===== config.mk =====
export PLATFORM = sky130hd
export DESIGN_NAME = intv_timer_chan
export DESIGN_NICKNAME = d
export VERILOG_FILES = /design/src/rtl/intv_timer_pkg.sv /design/src/rtl/intv_gate_edge.sv /design/src/rtl/intv_count_step.sv /design/src/rtl/intv_readback.sv /design/src/rtl/intv_timer_chan.sv
export SDC_FILE = /design/constraint.sdc
export NUM_CORES = 1
export LEC_CHECK = 0
export BUFFER_PORTS_ARGS = -buffer_cell sky130_fd_sc_hd__buf_2
export CORE_ASPECT_RATIO = 1.4
export CORE_MARGIN = 1.5
export CORE_UTILIZATION = 49
export CTS_CLUSTER_DIAMETER = 40
export DETAILED_ROUTE_END_ITERATION = 7
export HOLD_SLACK_MARGIN = 0.03
export PLACE_DENSITY_LB_ADDON = 0.2
export REMOVE_ABC_BUFFERS = 1
export SETUP_SLACK_MARGIN = 0.1
export SLEW_MARGIN = 20
export SYNTH_ARGS = -nofsm -noshare
export SYNTH_HDL_FRONTEND = slang
export SYNTH_HIERARCHICAL = 1
export SYNTH_SLANG_ARGS = --single-unit

===== constraint.sdc =====
create_clock -name clk -period 8.4 [get_ports clk]
set_input_delay 0.42 -clock clk [delete_from_list [all_inputs] [get_ports clk]]
set_output_delay 0.42 -clock clk [all_outputs]
set_load 0.01 [all_outputs]

===== src/rtl/intv_timer_pkg.sv =====
package intv_timer_pkg;

    typedef enum logic [1:0] {
        ST_IDLE,
        ST_LOAD,
        ST_TRIG,
        ST_RUN
    } st_e;

    localparam logic [2:0] M_TC      = 3'd0;
    localparam logic [2:0] M_ONESHOT = 3'd1;
    localparam logic [2:0] M_RATE    = 3'd2;
    localparam logic [2:0] M_SQUARE  = 3'd3;
    localparam logic [2:0] M_SWSTB   = 3'd4;
    localparam logic [2:0] M_HWSTB   = 3'd5;

    function automatic logic [2:0] fold_mode(input logic [2:0] code);
        return (code[2] && code[1]) ? {1'b0, code[1:0]} : code;
    endfunction

    function automatic logic is_trig_mode(input logic [2:0] m);
        return (m == M_ONESHOT) || (m == M_HWSTB);
    endfunction

endpackage


===== src/rtl/intv_gate_edge.sv =====
module intv_gate_edge (
    input  logic clk,
    input  logic rst_n,
    input  logic gate,
    output logic gate_rise
);
    logic prev_d, prev_q;

    always_comb begin
        prev_d = gate;
    end

    always_ff @(posedge clk or negedge rst_n) begin
        if (!rst_n) prev_q <= 1'b0;
        else        prev_q <= prev_d;
    end

    assign gate_rise = gate && !prev_q;
endmodule


===== src/rtl/intv_count_step.sv =====
module intv_count_step #(
    parameter int DIGITS = 4,
    localparam int CW = 4 * DIGITS
) (
    input  logic [CW-1:0] val,
    input  logic          bcd,
    input  logic [1:0]    step,
    output logic [CW-1:0] res
);
    logic [CW-1:0] bin_res;
    logic [CW-1:0] dec_res;
    logic [DIGITS:0] bor;

    assign bor[0]  = 1'b0;
    assign bin_res = val - CW'(step);

    for (genvar i = 0; i < DIGITS; i++) begin : g_dig
        logic [1:0] sub;
        logic [4:0] diff;
        if (i == 0) begin : g_lsd
            assign sub = step;
        end else begin : g_upper
            assign sub = {1'b0, bor[i]};
        end
        assign diff       = {1'b0, val[4*i +: 4]} - {3'b000, sub};
        assign bor[i+1]   = diff[4];
        assign dec_res[4*i +: 4] = diff[4] ? (diff[3:0] + 4'd10) : diff[3:0];
    end

    assign res = bcd ? dec_res : bin_res;
endmodule


===== src/rtl/intv_readback.sv =====
module intv_readback #(
    parameter int CW = 16
) (
    input  logic          clk,
    input  logic          rst_n,
    input  logic          latch_req,
    input  logic [CW-1:0] cnt,
    output logic [CW-1:0] rd_count
);
    logic [CW-1:0] rd_d, rd_q;

    always_comb begin
        rd_d = rd_q;
        if (latch_req) rd_d = cnt;
    end

    always_ff @(posedge clk or negedge rst_n) begin
        if (!rst_n) rd_q <= '0;
        else        rd_q <= rd_d;
    end

    assign rd_count = rd_q;
endmodule


===== src/rtl/intv_timer_chan.sv =====
module intv_timer_chan
    import intv_timer_pkg::*;
#(
    parameter int DIGITS = 4,
    localparam int CW = 4 * DIGITS
) (
    input  logic          clk,
    input  logic          rst_n,
    input  logic          mode_wr,
    input  logic [2:0]    mode_sel,
    input  logic          mode_bcd,
    input  logic          count_wr,
    input  logic [CW-1:0] count_data,
    input  logic          gate,
    input  logic          latch_req,
    output logic          tmr_out,
    output logic          null_count,
    output logic [CW-1:0] rd_count
);
    localparam logic [CW-1:0] ONE = CW'(1);

    typedef struct packed {
        logic [2:0]    mode;
        logic          bcd;
        logic [CW-1:0] cr;
        logic [CW-1:0] cnt;
        logic          out;
        logic          nul;
        logic          done;
        st_e           st;
    } regs_t;

    regs_t d, q;

    logic          gate_rise;
    logic [CW-1:0] dec;
    logic [1:0]    step;
    logic          dec_zero, dec_one, restart;
    logic [CW-1:0] cr_even;
    logic [2:0]    new_mode;

    intv_gate_edge u_gate (
        .clk      (clk),
        .rst_n    (rst_n),
        .gate     (gate),
        .gate_rise(gate_rise)
    );

    assign step = ((q.mode == M_SQUARE) && !q.cnt[0]) ? 2'd2 : 2'd1;

    intv_count_step #(.DIGITS(DIGITS)) u_step (
        .val (q.cnt),
        .bcd (q.bcd),
        .step(step),
        .res (dec)
    );

    intv_readback #(.CW(CW)) u_rd (
        .clk      (clk),
        .rst_n    (rst_n),
        .latch_req(latch_req),
        .cnt      (q.cnt),
        .rd_count (rd_count)
    );

    assign dec_zero = (dec == '0);
    assign dec_one  = (dec == ONE);
    assign cr_even  = {q.cr[CW-1:1], 1'b0};
    assign new_mode = fold_mode(mode_sel);
    assign restart  = (q.st == ST_IDLE) || (q.st == ST_LOAD) ||
                      ((q.st == ST_RUN) && ((q.mode == M_TC) || (q.mode == M_SWSTB)));

    always_comb begin
        d = q;
        case (q.st)
            ST_LOAD: begin
                d.cnt  = q.cr;
                d.nul  = 1'b0;
                d.done = 1'b0;
                d.st   = ST_RUN;
                d.out  = (q.mode != M_TC);
            end
            ST_TRIG: begin
                if (gate_rise) begin
                    d.cnt  = q.cr;
                    d.nul  = 1'b0;
                    d.done = 1'b0;
                    d.st   = ST_RUN;
                    d.out  = (q.mode != M_ONESHOT);
                end
            end
            ST_RUN: begin
                case (q.mode)
                    M_TC: begin
                        if (gate) begin
                            d.cnt = dec;
                            if (dec_zero) d.out = 1'b1;
                        end
                    end
                    M_ONESHOT: begin
                        if (gate_rise) begin
                            d.cnt = q.cr;
                            d.nul = 1'b0;
                            d.out = 1'b0;
                        end else begin
                            d.cnt = dec;
                            if (dec_zero) d.out = 1'b1;
                        end
                    end
                    M_RATE: begin
                        if (gate_rise) begin
                            d.cnt = q.cr;
                            d.nul = 1'b0;
                            d.out = 1'b1;
                        end else if (!gate) begin
                            d.out = 1'b1;
                        end else if (q.cnt == ONE) begin
                            d.cnt = q.cr;
                            d.nul = 1'b0;
                            d.out = 1'b1;
                        end else begin
                            d.cnt = dec;
                            d.out = !dec_one;
                        end
                    end
                    M_SQUARE: begin
                        if (gate_rise) begin
                            d.cnt = q.cr;
                            d.nul = 1'b0;
                            d.out = 1'b1;
                        end else if (!gate) begin
                            d.out = 1'b1;
                        end else if (dec_zero) begin
                            d.out = !q.out;
                            d.cnt = q.out ? cr_even : q.cr;
                            d.nul = 1'b0;
                        end else begin
                            d.cnt = dec;
                        end
                    end
                    M_SWSTB: begin
                        d.out = 1'b1;
                        if (gate) begin
                            d.cnt = dec;
                            if (dec_zero && !q.done) begin
                                d.out  = 1'b0;
                                d.done = 1'b1;
                            end
                        end
                    end
                    M_HWSTB: begin
                        d.out = 1'b1;
                        if (gate_rise) begin
                            d.cnt  = q.cr;
                            d.nul  = 1'b0;
                            d.done = 1'b0;
                        end else begin
                            d.cnt = dec;
                            if (dec_zero && !q.done) begin
                                d.out  = 1'b0;
                                d.done = 1'b1;
                            end
                        end
                    end
                    default: ;
                endcase
            end
            default: ;
        endcase

        if (count_wr) begin
            d.cr  = count_data;
            d.nul = 1'b1;
            if (restart) begin
                d.st   = is_trig_mode(q.mode) ? ST_TRIG : ST_LOAD;
                d.out  = (q.mode != M_TC);
                d.done = 1'b0;
            end
        end

        if (mode_wr) begin
            d.mode = new_mode;
            d.bcd  = mode_bcd;
            d.st   = ST_IDLE;
            d.out  = (new_mode != M_TC);
            d.nul  = 1'b1;
            d.done = 1'b0;
        end
    end

    always_ff @(posedge clk or negedge rst_n) begin
        if (!rst_n) begin
            q.mode <= M_TC;
            q.bcd  <= 1'b0;
            q.cr   <= '0;
            q.cnt  <= '0;
            q.out  <= 1'b0;
            q.nul  <= 1'b1;
            q.done <= 1'b0;
            q.st   <= ST_IDLE;
        end else begin
            q <= d;
        end
    end

    assign tmr_out    = q.out;
    assign null_count = q.nul;


    null_clear_chk: assert property (@(posedge clk) disable iff (!rst_n)
        (q.st == ST_LOAD && !mode_wr && !count_wr) |=> !null_count);


    tc_hold_chk: assert property (@(posedge clk) disable iff (!rst_n)
        (q.mode == M_TC && tmr_out && !mode_wr && !count_wr) |=> tmr_out);


    gate_hold_chk: assert property (@(posedge clk) disable iff (!rst_n)
        (q.st == ST_RUN && !gate && !mode_wr && !count_wr &&
         (q.mode == M_TC || q.mode == M_RATE || q.mode == M_SQUARE || q.mode == M_SWSTB))
        |=> $stable(q.cnt));


    rate_pulse_chk: assert property (@(posedge clk) disable iff (!rst_n)
        (q.mode == M_RATE && !tmr_out && !mode_wr) |=> tmr_out);


    sw_strobe_chk: assert property (@(posedge clk) disable iff (!rst_n)
        (q.mode == M_SWSTB && !tmr_out && !mode_wr) |=> tmr_out);


    hw_strobe_chk: assert property (@(posedge clk) disable iff (!rst_n)
        (q.mode == M_HWSTB && !tmr_out && !mode_wr) |=> tmr_out);

endmodule


After elaboration in Yosys (flattened, before gate mapping)
Cells that the tools add are included.

$add $sub $neg: 9. Reduce and logical (&&, ||, !) cells: 24. Equal/unequal tests: 24. Mux-type cells: 42.

Operators with widths (number): $pmux 17 s6 (1); $mux 16 (5); $mux 17 (4); $pmux 19 s3 (1); $mux 18 (2); $eq 16x1->1 const B (2); $ne 6x6->1 const B (4); $mux 21 (1); $add 4x4->4 const B (4); $logic_not 16->1 (1); $mux 4 (4); $sub 16x2->16 (1); $sub 4x1->5 (3); $mux 1 (14); $ne 4x4->1 const B (3); $mux 5 (2); $reduce_bool 3->1 (3); $reduce_and 8->1 (1); $ne 7x2->1 const B (1); $reduce_and 7->1 (1); $eq 3x2->1 const B (2); $eq 3x3->1 const B (2); $mux 2 (3); $mux 3 (2); 19 further kinds (32).

Input bits: 26. Register bits after elaboration: 58. Word-level logic and storage cells: 109. Output and inout bits: 18.

Longest topological paths before layout
Gate-level depths: netlist of the first run.

Word-level depth: 20. Depth in mapped cells: 32. Depth with buffers taken out: 30.

Hierarchy
Netlist of the first run, hierarchy kept.

Modules (own cells, without submodules): intv_timer_chan (area each 2393.5 µm², instances 1, cells each 225); intv_count_step (area each 893.4 µm², instances 1, cells each 128); intv_readback (area each 649.4 µm², instances 1, cells each 34); intv_gate_edge (area each 38.8 µm², instances 1, cells each 2).

Worst setup path before layout of the first run
No wires, ideal clock.

Path type: flip-flop to flip-flop. Start: register q[38] in the netlist's numbering. End: register, netlist name q[10]. Required time: 8.274 ns. Buffers on the path: 3. Clock period less this slack: 6.503 ns. Data arrival time: 6.377 ns. Setup slack: 1.897 ns. Cell stages (with the launch flop): 31. Setup time: 0.126 ns. Cell sequence: dfrtp_1 -> clkbuf_1 -> and3b_1 -> nand2b_1 -> inv_1 -> inv_1 -> fa_1 -> nor3_1 -> ha_1 -> ha_1 -> nor3b_1 -> ha_1 -> ha_1 -> nor3b_1 -> ha_1 -> nor2b_1 -> nor2b_1 -> or2_2 -> ha_1 -> nor2_1 -> nor3b_1 -> o21ai_0 -> o21ai_1 -> nor4_1 -> and4_1 -> buf_6 -> inv_4 -> a221oi_4 -> nor2_2 -> buf_6 -> a221o_1.

Cells in the longest elaborated chain, start to end: 16.

RTL lines: from (decl) (line intv_timer_chan.sv:33) `regs_t d, q;`; $eq 3x2->1 (*) (line intv_timer_chan.sv:49) `assign step = ((q.mode == M_SQUARE) && !q.cnt[0]) ? 2'd2 : 2'd1;`; $logic_and 1x1->1 (*) (line intv_timer_chan.sv:49); $mux 2 (*) (line intv_timer_chan.sv:49); named net step[0] (line intv_timer_chan.sv:37) `logic [1:0] step;`; $sub 4x2->5 (line intv_count_step.sv:25) `assign diff = {1'b0, val[4*i +: 4]} - {3'b000, sub};`; $sub 4x1->5 (3 in a row) (line intv_count_step.sv:25); $add 4x4->4 (line intv_count_step.sv:27) `assign dec_res[4*i +: 4] = diff[4] ? (diff[3:0] + 4'd10) : diff[3:0];`; $mux 4 (line intv_count_step.sv:27); $mux 16 (*) (line intv_count_step.sv:30) `assign res = bcd ? dec_res : bin_res;`; named net dec[14] (line intv_timer_chan.sv:36) `logic [CW-1:0] dec;`; $logic_not 16->1 (*) (line intv_timer_chan.sv:66) `assign dec_zero = (dec == '0);`; $mux 16 (*) (line intv_timer_chan.sv:133) `end else if (dec_zero) begin`; $mux 16 (*) (line intv_timer_chan.sv:131) `end else if (!gate) begin`; $mux 18 (*) (line intv_timer_chan.sv:127) `if (gate_rise) begin`; $pmux 17 s6 (*) (line intv_timer_chan.sv:93) `case (q.mode)`; $pmux 19 s3 (*) (line intv_timer_chan.sv:75) `case (q.st)`.

The timed path passes the listed nets; every way through them passes the cells marked *. The select of a mux whose other input is x is not followed. A chain may end at the register's enable or synchronous reset.

Final worst setup path of the first run
Start: register q[40] in the netlist's numbering. End: register, netlist name q[12].

Cells in the longest elaborated chain, start to end: 16.

RTL lines (line): $eq 3x2->1 (*) (intv_timer_chan.sv:49); $logic_and 1x1->1 (*) (intv_timer_chan.sv:49); $mux 2 (*) (intv_timer_chan.sv:49); named net step[0] (intv_timer_chan.sv:37); $sub 4x2->5 (intv_count_step.sv:25); $sub 4x1->5 (3 in a row) (intv_count_step.sv:25); $add 4x4->4 (intv_count_step.sv:27); $mux 4 (intv_count_step.sv:27); $mux 16 (*) (intv_count_step.sv:30); named net dec[14] (intv_timer_chan.sv:36); $logic_not 16->1 (*) (intv_timer_chan.sv:66); $mux 16 (*) (intv_timer_chan.sv:133); $mux 16 (*) (intv_timer_chan.sv:131); $mux 18 (*) (intv_timer_chan.sv:127); $pmux 17 s6 (*) (intv_timer_chan.sv:93); $pmux 19 s3 (*) (intv_timer_chan.sv:75).

Marks and branches as above.

==> results.md, run 1 <==
* Max Cap Viol at 0
* Fmax at 133 MHz
* Share of layout cells above drive strength 1 at 26.9%
* Top sig layer: met4
* CP endpoint kind: flop
* Largest net degree at the start of global routing at 59
* Cts hold-fix bufs at 0
* Commonest non-fill, non-tap cell in the layout: dfrtp_1
* Pins Over Slew Limit at 0
* Final period util at 89.4%
* Hold Path Class: input port to async pin
* Post-CTS Resized at 0
* TritonCTS Buffers at 9
* Post-place instance area at 4190 µm²
* Pleak at 2.00 nW
* CP Max Fanout at 18
* Synth warn at 6
* Synth Flop Type: dfrtp_1
* Die area at 8670 µm²
* DR pass1 iterations at 4
* Clk sink count at 58
* Metal1 wirelength at 3900 µm
* First DRT Iteration DRCs at 210
* #FFs+latches synth at 58
* Design Area, Final at 4380 µm²
* Clock Path Buffers at 2
* Period minus WS final at 7510 ps
* Post-synth ARST share at 100%
* Hold Fails Final Rpt at 0
* Critical path class: flop to flop
* H-tree lvl count at 3
* Area Growth Syn to Fin at 10.1%
* Die Ht at 110 µm
* Core area at 7800 µm²
* Final setup TNS at 0 ps
* EDFF count, synth at 0
* TritonCTS clock tree: yes
* Clk slew on worst S/H paths at 60 ps
* Grt ovf at 0
* Syn Inst Count at 389
* Met3 routed WL at 257 µm
* Synthesized area at 3980 µm²
* RSZ-0062 raised after global routing: false
* Worst slack, placed at 955 ps
* All-Layer GR Usage at 24.5%
* Syn Area/Cell at 10.2 µm²
* Commonest non-fill, non-tap cells in the layout: dfrtp_1 (57), buf_2 (43), mux2_2 (27)
* Skew final at 4.39 ps
* Final HPWL DP at 6860 µm
* Die width at 79.1 µm
* CP required at 8670 ps
* Via count at 3195
* Status: complete, no violations
* Unique masters post-synth at 73
* Nets@finish at 467
* # DRC at 0
* CP Launch Type: flop
* Number of diodes at 0
* Root buf cell: clkbuf_8
* Wirelength per Cell at 18.2 µm
* Slew of the pin with the lowest slew margin at 806 ps
* Post-CTS setup buffer count at 0
* Later-pin clock latency in the skew report at 340 ps
* DRT antenna net count at 0
* Power Density at 231 nW/µm²
* DR vias/cell at 6.06
* Number of global-route vias before repair at 3243
* Met2 WL at 5030 µm
* Peak VDD IR at 0.113 mV
* Rel. slew slack at 46.3%
* Final setup vio count at 0
* Setup ws final at 892 ps
* Crit path DAT at 7780 ps
* Sequential area share after synthesis at 36.5%
* RePlAce Congestion at 0.933
* First-pass GRT wire length at 16200 µm
* Std-Cell Rows at 38
* Initial Util at 51.0%
* I/O Buffers at 43
* Initial antenna violation count at 0
* DRT Wirelength at 9610 µm
* IO Count at 44
## cell type report
cell class	count	area (µm²)
clock buffer	14	173
clock inverter	2	10.0
fill	712	3420
inverter	22	85.1
multi-input combinational	286	2300
sequential	58	1450
tap	100	125
timing repair buffer	45	230
## synthesized netlist by cell type, drive strengths merged (12+ instances only)
cell    instances  area, µm²
ha             18        225
nor3           12       65.1
nor2           13       51.3
nor4           12       81.3
nor2b          24        158
clkbuf         12       45.0
a21oi          17       88.8
o21ai          16       80.1
inv            22       85.1
dfrtp          57       1430
a221o          14        140
mux2           37        454
nand2          15       56.3
## metrics by stage
| stage | cells | utilization (%) | power, W | hold slack (ps) |
|---|---|---|---|---|
| 3_5_place_dp | 511 | 53.8 | 0.000768 | 494 |
| 2_1_floorplan | 366 | - | 0.000651 | 124 |
| 4_1_cts | 527 | 56.1 | 0.00101 | 251 |
| 5_1_grt | 527 | 56.1 | 0.00109 | 267 |
| 6_report | 527 | 56.1 | 0.00101 | 232 |
| 3_3_place_gp | 511 | 53.8 | 0.000754 | 489 |
## critical path, cell delays in order, from the launching register on
cell      delay, ps
dfrtp_1         660
and3b_1         280
nand2b_1        100
ha_1            160
inv_1            50
fa_1            410
nor3_1          660
ha_1            300
ha_1            240
nor3b_1         360
ha_1            250
ha_1            250
nor3b_1         400
ha_1            270
nor2b_1         170
nor2b_1          80
or2_2           280
ha_1            290
nor2_1           90
nor3b_1          50
o21ai_0         150
o21ai_1         120
nor4_1          340
and4_1          390
o21ai_0         140
a21oi_2         650
a221o_1         270
## flip-flops by register name, indices dropped and copies added, names as in the netlist
register       cells
q                 24
u_rd/rd_count     16
cr_even           15
null_count         1
tmr_out            1
u_gate/prev_q      1
## where the power goes
| group | internal, W | leakage [nW] | switching (W) |
|---|---|---|---|
| clock network | 0.000130 | 0.0965 | 0.000109 |
| registers | 0.000303 | 0.754 | 0.0000345 |
| logic | 0.000196 | 1.15 | 0.000237 |
## cell families after synthesis
logic type	share of synthesized area, %
simple gates	19.9
compound gates	16.1
flops	36.5
buf+inv	5.60
mux	12.4
fa+ha+maj	6.17
xor+xnor	3.31
## routing by layer
layer	global-route usage (%)	vias to the layer above
li1	-	1517
met1	28.1	1582
met5	0	-
met3	5.06	30
met4	14.5	0
met2	41.9	66
## path summary, 6_finish.rpt
check,from,end,slack [ps],cells past startpoint
max,q[40],q[12],890,26
min,rst_n,u_rd/rd_count[11],230,2
max reg2reg,q[40],q[12],890,26
min reg2reg,u_rd/rd_count[4],u_rd/rd_count[4],500,1
max in group asynchronous,rst_n,u_rd/rd_count[5],7680,2
min in group clk,gate,u_gate/prev_q,270,1
(Power assumes the default switching activity.)
==> inputs of run 2 (changes only) <==
- PLACE_DENSITY_LB_ADDON: 0.2 -> 0.08
==> results.md, run 2 (same netlist as run 1, synthesis figures left out) <==
* Share of layout cells above drive strength 1 at 27.5% (was 26.9%)
* DR vias/cell at 5.97 (was 6.06)
* Final setup vio count at 0 (unchanged)
* Post-CTS setup buffer count at 0 (unchanged)
* Cells after DPL at 513 (was 511)
* Wirelength per Cell at 18.1 µm (was 18.2 µm)
* Slew of the pin with the lowest slew margin at 846 ps (was 806 ps)
* I/O Buffers at 43 (unchanged)
* First DRT Iteration DRCs at 171 (was 210)
* CP endpoint kind: flop (unchanged)
* Root buf cell: clkbuf_8 (unchanged)
* Register area at 1450 µm² (unchanged)
* Area Growth Syn to Fin at 10.7% (was 10.1%)
* Std-Cell Rows at 38 (unchanged)
* Skew final at 7.40 ps (was 4.39 ps)
* Later-pin clock latency in the skew report at 340 ps (about the same)
* Largest Register: q (unchanged)
* CP Max Fanout at 18 (unchanged)
* Largest net degree at the start of global routing at 59 (unchanged)
* Crit path DAT at 7820 ps (was 7780 ps)
* H-tree lvl count at 3 (unchanged)
* Die width at 79.1 µm (unchanged)
* # fillers at 697 (was 712)
* Rel. slew slack at 43.6% (was 46.3%)
* Max reg flops at 24 (unchanged)
* Worst Path Buf+Inv at 1 (unchanged)
* DRT Wirelength at 9570 µm (was 9610 µm)
* Commonest non-fill, non-tap cell in the layout: dfrtp_1 (unchanged)
* RePlAce Congestion at 0.907 (was 0.933)
* DRT antenna net count at 0 (unchanged)
* Clk slew on worst S/H paths at 60 ps (about the same)
* DR pass1 iterations at 4 (unchanged)
* CP required at 8670 ps (about the same)
* Initial antenna violation count at 0 (unchanged)
* Hold Fails Final Rpt at 0 (unchanged)
* Peak VDD IR at 0.116 mV (was 0.113 mV)
* Non-Filler Instances at 529 (was 527)
* First-pass GRT wire length at 15800 µm (was 16200 µm)
* Post-CTS Resized at 0 (unchanged)
* Clock Path Buffers at 2 (unchanged)
* Fmax at 132 MHz (was 133 MHz)
* Via count at 3158 (was 3195)
* TritonCTS Buffers at 9 (unchanged)
* Final HPWL DP at 7010 µm (was 6860 µm)
* Hold Path Class: input port to async pin (unchanged)
* CP Launch Point: q[40] (unchanged)
* Nets@finish at 469 (was 467)
* Status: complete, no violations (unchanged)
* Pleak at 2.01 nW (was 2.00 nW)
* Core area at 7800 µm² (unchanged)
* Reg2reg start: q[40] (unchanged)
* Power Density at 229 nW/µm² (was 231 nW/µm²)
* Final setup TNS at 0 ps (unchanged)
* CP Launch Type: flop (unchanged)
* Area of the multi-input gates at 2300 µm² (unchanged)
* TritonCTS clock tree: yes (unchanged)
* Pins Over Slew Limit at 0 (unchanged)
* Initial Util at 51.0% (unchanged)
* Die area at 8670 µm² (unchanged)
* Critical path class: flop to flop (unchanged)
* Slowest Stage Delay on Critical Path at 680 ps (was 660 ps)
* Period minus WS final at 7550 ps (was 7510 ps)
* Clk sink count at 58 (unchanged)
* # DRC at 0 (unchanged)
* Final period util at 89.9% (was 89.4%)
* Slowest-stage cell, CP: a21oi_2 (was dfrtp_1)
* Number of diodes at 0 (unchanged)
* Grt ovf at 0 (unchanged)
* All-Layer GR Usage at 24.1% (was 24.5%)
* Die Ht at 110 µm (unchanged)
* Number of global-route vias before repair at 3199 (was 3243)
* CP dominant cell by count: ha_1 (unchanged)
* Max Cap Viol at 0 (unchanged)
* Smallest hold slack at 222 ps (was 232 ps)
* Cts hold-fix bufs at 0 (unchanged)
* Commonest non-fill, non-tap cells in the layout: dfrtp_1 (57), buf_2 (43), mux2_2 (27) (unchanged)
* IO Count at 44 (unchanged)
* RSZ-0062 raised after global routing: false (unchanged)
* Crit path max-delay family: simple AND/OR/NAND/NOR gates (unchanged)
==> run 2: cell count changes in the layout (fill, tap and decap cells not counted), sizes merged <==
cell and delta:
buf +2
==> run 2: report_power, final <==
group / total, W / internal, W / leakage [nW] / switching [W]
clock network: 0.000242 / 0.000138 / 0.102 / 0.000104
registers: 0.000334 / 0.000303 / 0.754 / 0.0000307
logic: 0.000434 / 0.000196 / 1.16 / 0.000237
total: 0.00101 / 0.000638 / 2.01 / 0.000372
==> run 2: area by class of cell <==
class | count | area share (%)
inverters | 22 | 1.93
clock buffers | 14 | 4.15
clock inverters | 2 | 0.227
well taps | 100 | 2.84
flip-flops and latches | 58 | 33.0
repair buffers | 47 | 5.57
multi-input cells | 286 | 52.3
==> run 2: per-layer routing <==
| layer | vias to the layer above | part of all wire [%] | GRT usage [%] |
|---|---|---|---|
| li1 | 1524 | - | - |
| met1 | 1554 | 41 | 27.3 |
| met2 | 63 | 53 | 42.2 |
| met3 | 17 | 3.0 | 5.81 |
| met4 | 0 | 2.8 | 11.5 |
| met5 | - | 0 | 0 |
==> run 2: final timing paths <==
kind                                       to  slack, ps  cells past startpoint
worst max-delay path                    q[13]        850                     26
worst min-delay path              cr_even[11]        220                      2
worst max register to register          q[13]        850                     26
worst min register to register           q[8]        500                      1
max in group asynchronous                q[9]       7700                      2
min in group clk                u_gate/prev_q        280                      1
==> run 2: per-stage QoR <==
stage | cell area, µm² | util [%] | power, W | setup WS (ps)
CTS | 4400 | 56.4 | 0.00102 | 938
global placement | 4210 | 54.0 | 0.000759 | 1200
floorplan | 3840 | - | 0.000651 | 1970
finish | 4400 | 56.4 | 0.00101 | 850
detailed placement | 4210 | 54.0 | 0.000769 | 981
global route | 4400 | 56.4 | 0.00109 | 109
==> inputs of run 3 (changes only) <==
- RECOVER_POWER: unset -> 100
==> results.md, run 3 (same netlist as run 1, synthesis figures left out) <==
* Status: complete, but fails checks (was complete, no violations)
* Violated checks: capacitance limit, slew limit
* Grt ovf at 0 (unchanged)
* CP Launch Type: flop (unchanged)
* Reg2reg start: q[40] (unchanged)
* Clk slew on worst S/H paths at 70 ps (was 60 ps)
* Rel. slew slack at -103% (was 43.6%)
* H-tree lvl count at 3 (unchanged)
* Pleak at 1.91 nW (was 2.01 nW)
* Post-CTS setup buffer count at 0 (unchanged)
* DRT antenna net count at 0 (unchanged)
* Critical path class: flop to flop (unchanged)
* Root buf cell: clkbuf_8 (unchanged)
* CP endpoint kind: flop (unchanged)
* TritonCTS clock tree: yes (unchanged)
* I/O Buffers at 43 (unchanged)
* First DRT Iteration DRCs at 193 (was 171)
* RePlAce Congestion at 0.907 (unchanged)
* Power Density at 232 nW/µm² (was 229 nW/µm²)
* Clk sink count at 58 (unchanged)
* Largest Register: q (unchanged)
* DR pass1 iterations at 4 (unchanged)
* Slowest Stage Delay on Critical Path at 660 ps (was 680 ps)
* Hold Path Class: input port to flop (was input port to async pin)
* Skew final at 8.75 ps (was 7.40 ps)
* Core area at 7800 µm² (unchanged)
* # fillers at 718 (was 697)
* Post-CTS Resized at 0 (unchanged)
* TritonCTS Buffers at 9 (unchanged)
* Final setup vio count at 0 (unchanged)
* First-pass GRT wire length at 15800 µm (unchanged)
* Number of diodes at 0 (unchanged)
* Area Growth Syn to Fin at 9.00% (was 10.7%)
* RSZ-0062 raised after global routing: false (unchanged)
* Die area at 8670 µm² (unchanged)
* Later-pin clock latency in the skew report at 340 ps (about the same)
* Initial Util at 51.0% (unchanged)
* Cts hold-fix bufs at 0 (unchanged)
* Final setup TNS at 0 ps (unchanged)
* Commonest non-fill, non-tap cells in the layout: dfrtp_1 (57), mux2_2 (27), clkbuf_1 (24) (was dfrtp_1 (57), buf_2 (43), mux2_2 (27))
* Die Ht at 110 µm (unchanged)
* Crit path DAT at 7860 ps (was 7820 ps)
* Std-Cell Rows at 38 (unchanged)
* Number of global-route vias before repair at 3199 (unchanged)
* Peak VDD IR at 0.116 mV (about the same)
* CP required at 8670 ps (about the same)
* CP Launch Point: q[40] (unchanged)
* IO Count at 44 (unchanged)
* # DRC at 0 (unchanged)
* Slowest-stage cell, CP: a21oi_2 (unchanged)
* Period minus WS final at 7580 ps (was 7550 ps)
* Path depth of the worst reg2reg path at 26 (unchanged)
* Hold Fails Final Rpt at 0 (unchanged)
* Fmax at 132 MHz (about the same)
* Smallest hold slack at 309 ps (was 222 ps)
* Die width at 79.1 µm (unchanged)
* Commonest non-fill, non-tap cell in the layout: dfrtp_1 (unchanged)
* Initial antenna violation count at 0 (unchanged)
* Share of layout cells above drive strength 1 at 20.0% (was 27.5%)
* Max reg flops at 24 (unchanged)
* Via count at 3197 (was 3158)
* DR vias/cell at 6.04 (was 5.97)
* Final HPWL DP at 7010 µm (unchanged)
* Nets@finish at 469 (unchanged)
* All-Layer GR Usage at 24.1% (unchanged)
* Clock Path Buffers at 2 (unchanged)
* Largest net degree at the start of global routing at 59 (unchanged)
* Slew of the pin with the lowest slew margin at 3040 ps (was 846 ps)
* Pins Over Slew Limit at 59 (was 0)
* Wirelength per Cell at 18.1 µm (unchanged)
* Critical R2R Capture: q[13] (unchanged)
* CP dominant cell by count: ha_1 (unchanged)
* Worst R2R Setup Slack at 820 ps (was 850 ps)
* Max Cap Viol at 1 (was 0)
* Final period util at 90.3% (was 89.9%)
* DRT Wirelength at 9570 µm (unchanged)
* CP Max Fanout at 18 (unchanged)
* Crit path to: q[13] (unchanged)
[run 3: worst max-delay path: cells and delay by family, from the launching register on]
family | cells | cell delay (ps)
AOI/OAI and AO/OA | 5 | 1380
adders and majority gates | 8 | 2160
buffers and inverters | 1 | 50
DFF | 1 | 650
and+or+nand+nor | 12 | 3250
[run 3: area by class of cell]
cell class                      instances  area (µm²)  share of cell area (%)
Clock buffer                           14         183                    4.22
Clock inverter                          2        10.0                   0.231
Inverter                               22        85.1                    1.96
Multi-Input combinational cell        286        2270                    52.3
Sequential cell                        58        1450                    33.5
Tap cell                              100         125                    2.89
Timing Repair Buffer                   47         211                    4.88
[run 3: worst min-delay path by stage]
stage                           start           endpoint  slack, ps  cells after the start
floorplan                       rst_n        cr_even[10]        120                      0
global placement           null_count         null_count        490                      2
detailed placement  u_rd/rd_count[11]  u_rd/rd_count[11]        490                      1
CTS                             rst_n            tmr_out        250                      2
global route            count_data[5]         cr_even[5]        290                      2
finish                  count_data[4]         cr_even[4]        310                      2
[run 3: per-stage QoR]
step                      utilization (%)  total power, W  worst slack, ps  std cells  area, µm²
after floorplan                         -        0.000651             1970        366       3840
after global placement               54.0        0.000759             1200        513       4210
after detailed placement             54.0        0.000769              981        513       4210
after CTS                            56.4         0.00102              938        529       4400
after global routing                 55.6         0.00109             55.5        529       4330
final                                55.6         0.00101              816        529       4330
[run 3: per-layer routing]
metal / up-vias / global-route usage [%] / wire [µm]
met5: - / 0 / 0
met4: 0 / 11.5 / 312
met3: 18 / 5.81 / 257
met2: 70 / 42.2 / 5010
met1: 1578 / 27.3 / 3990
li1: 1531 / - / -
[run 3: where the power goes]
part	total, W	internal [W]	switching [W]
sequential	0.000334	0.000303	0.0000306
clock	0.000243	0.000138	0.000105
combinational	0.000428	0.000190	0.000238
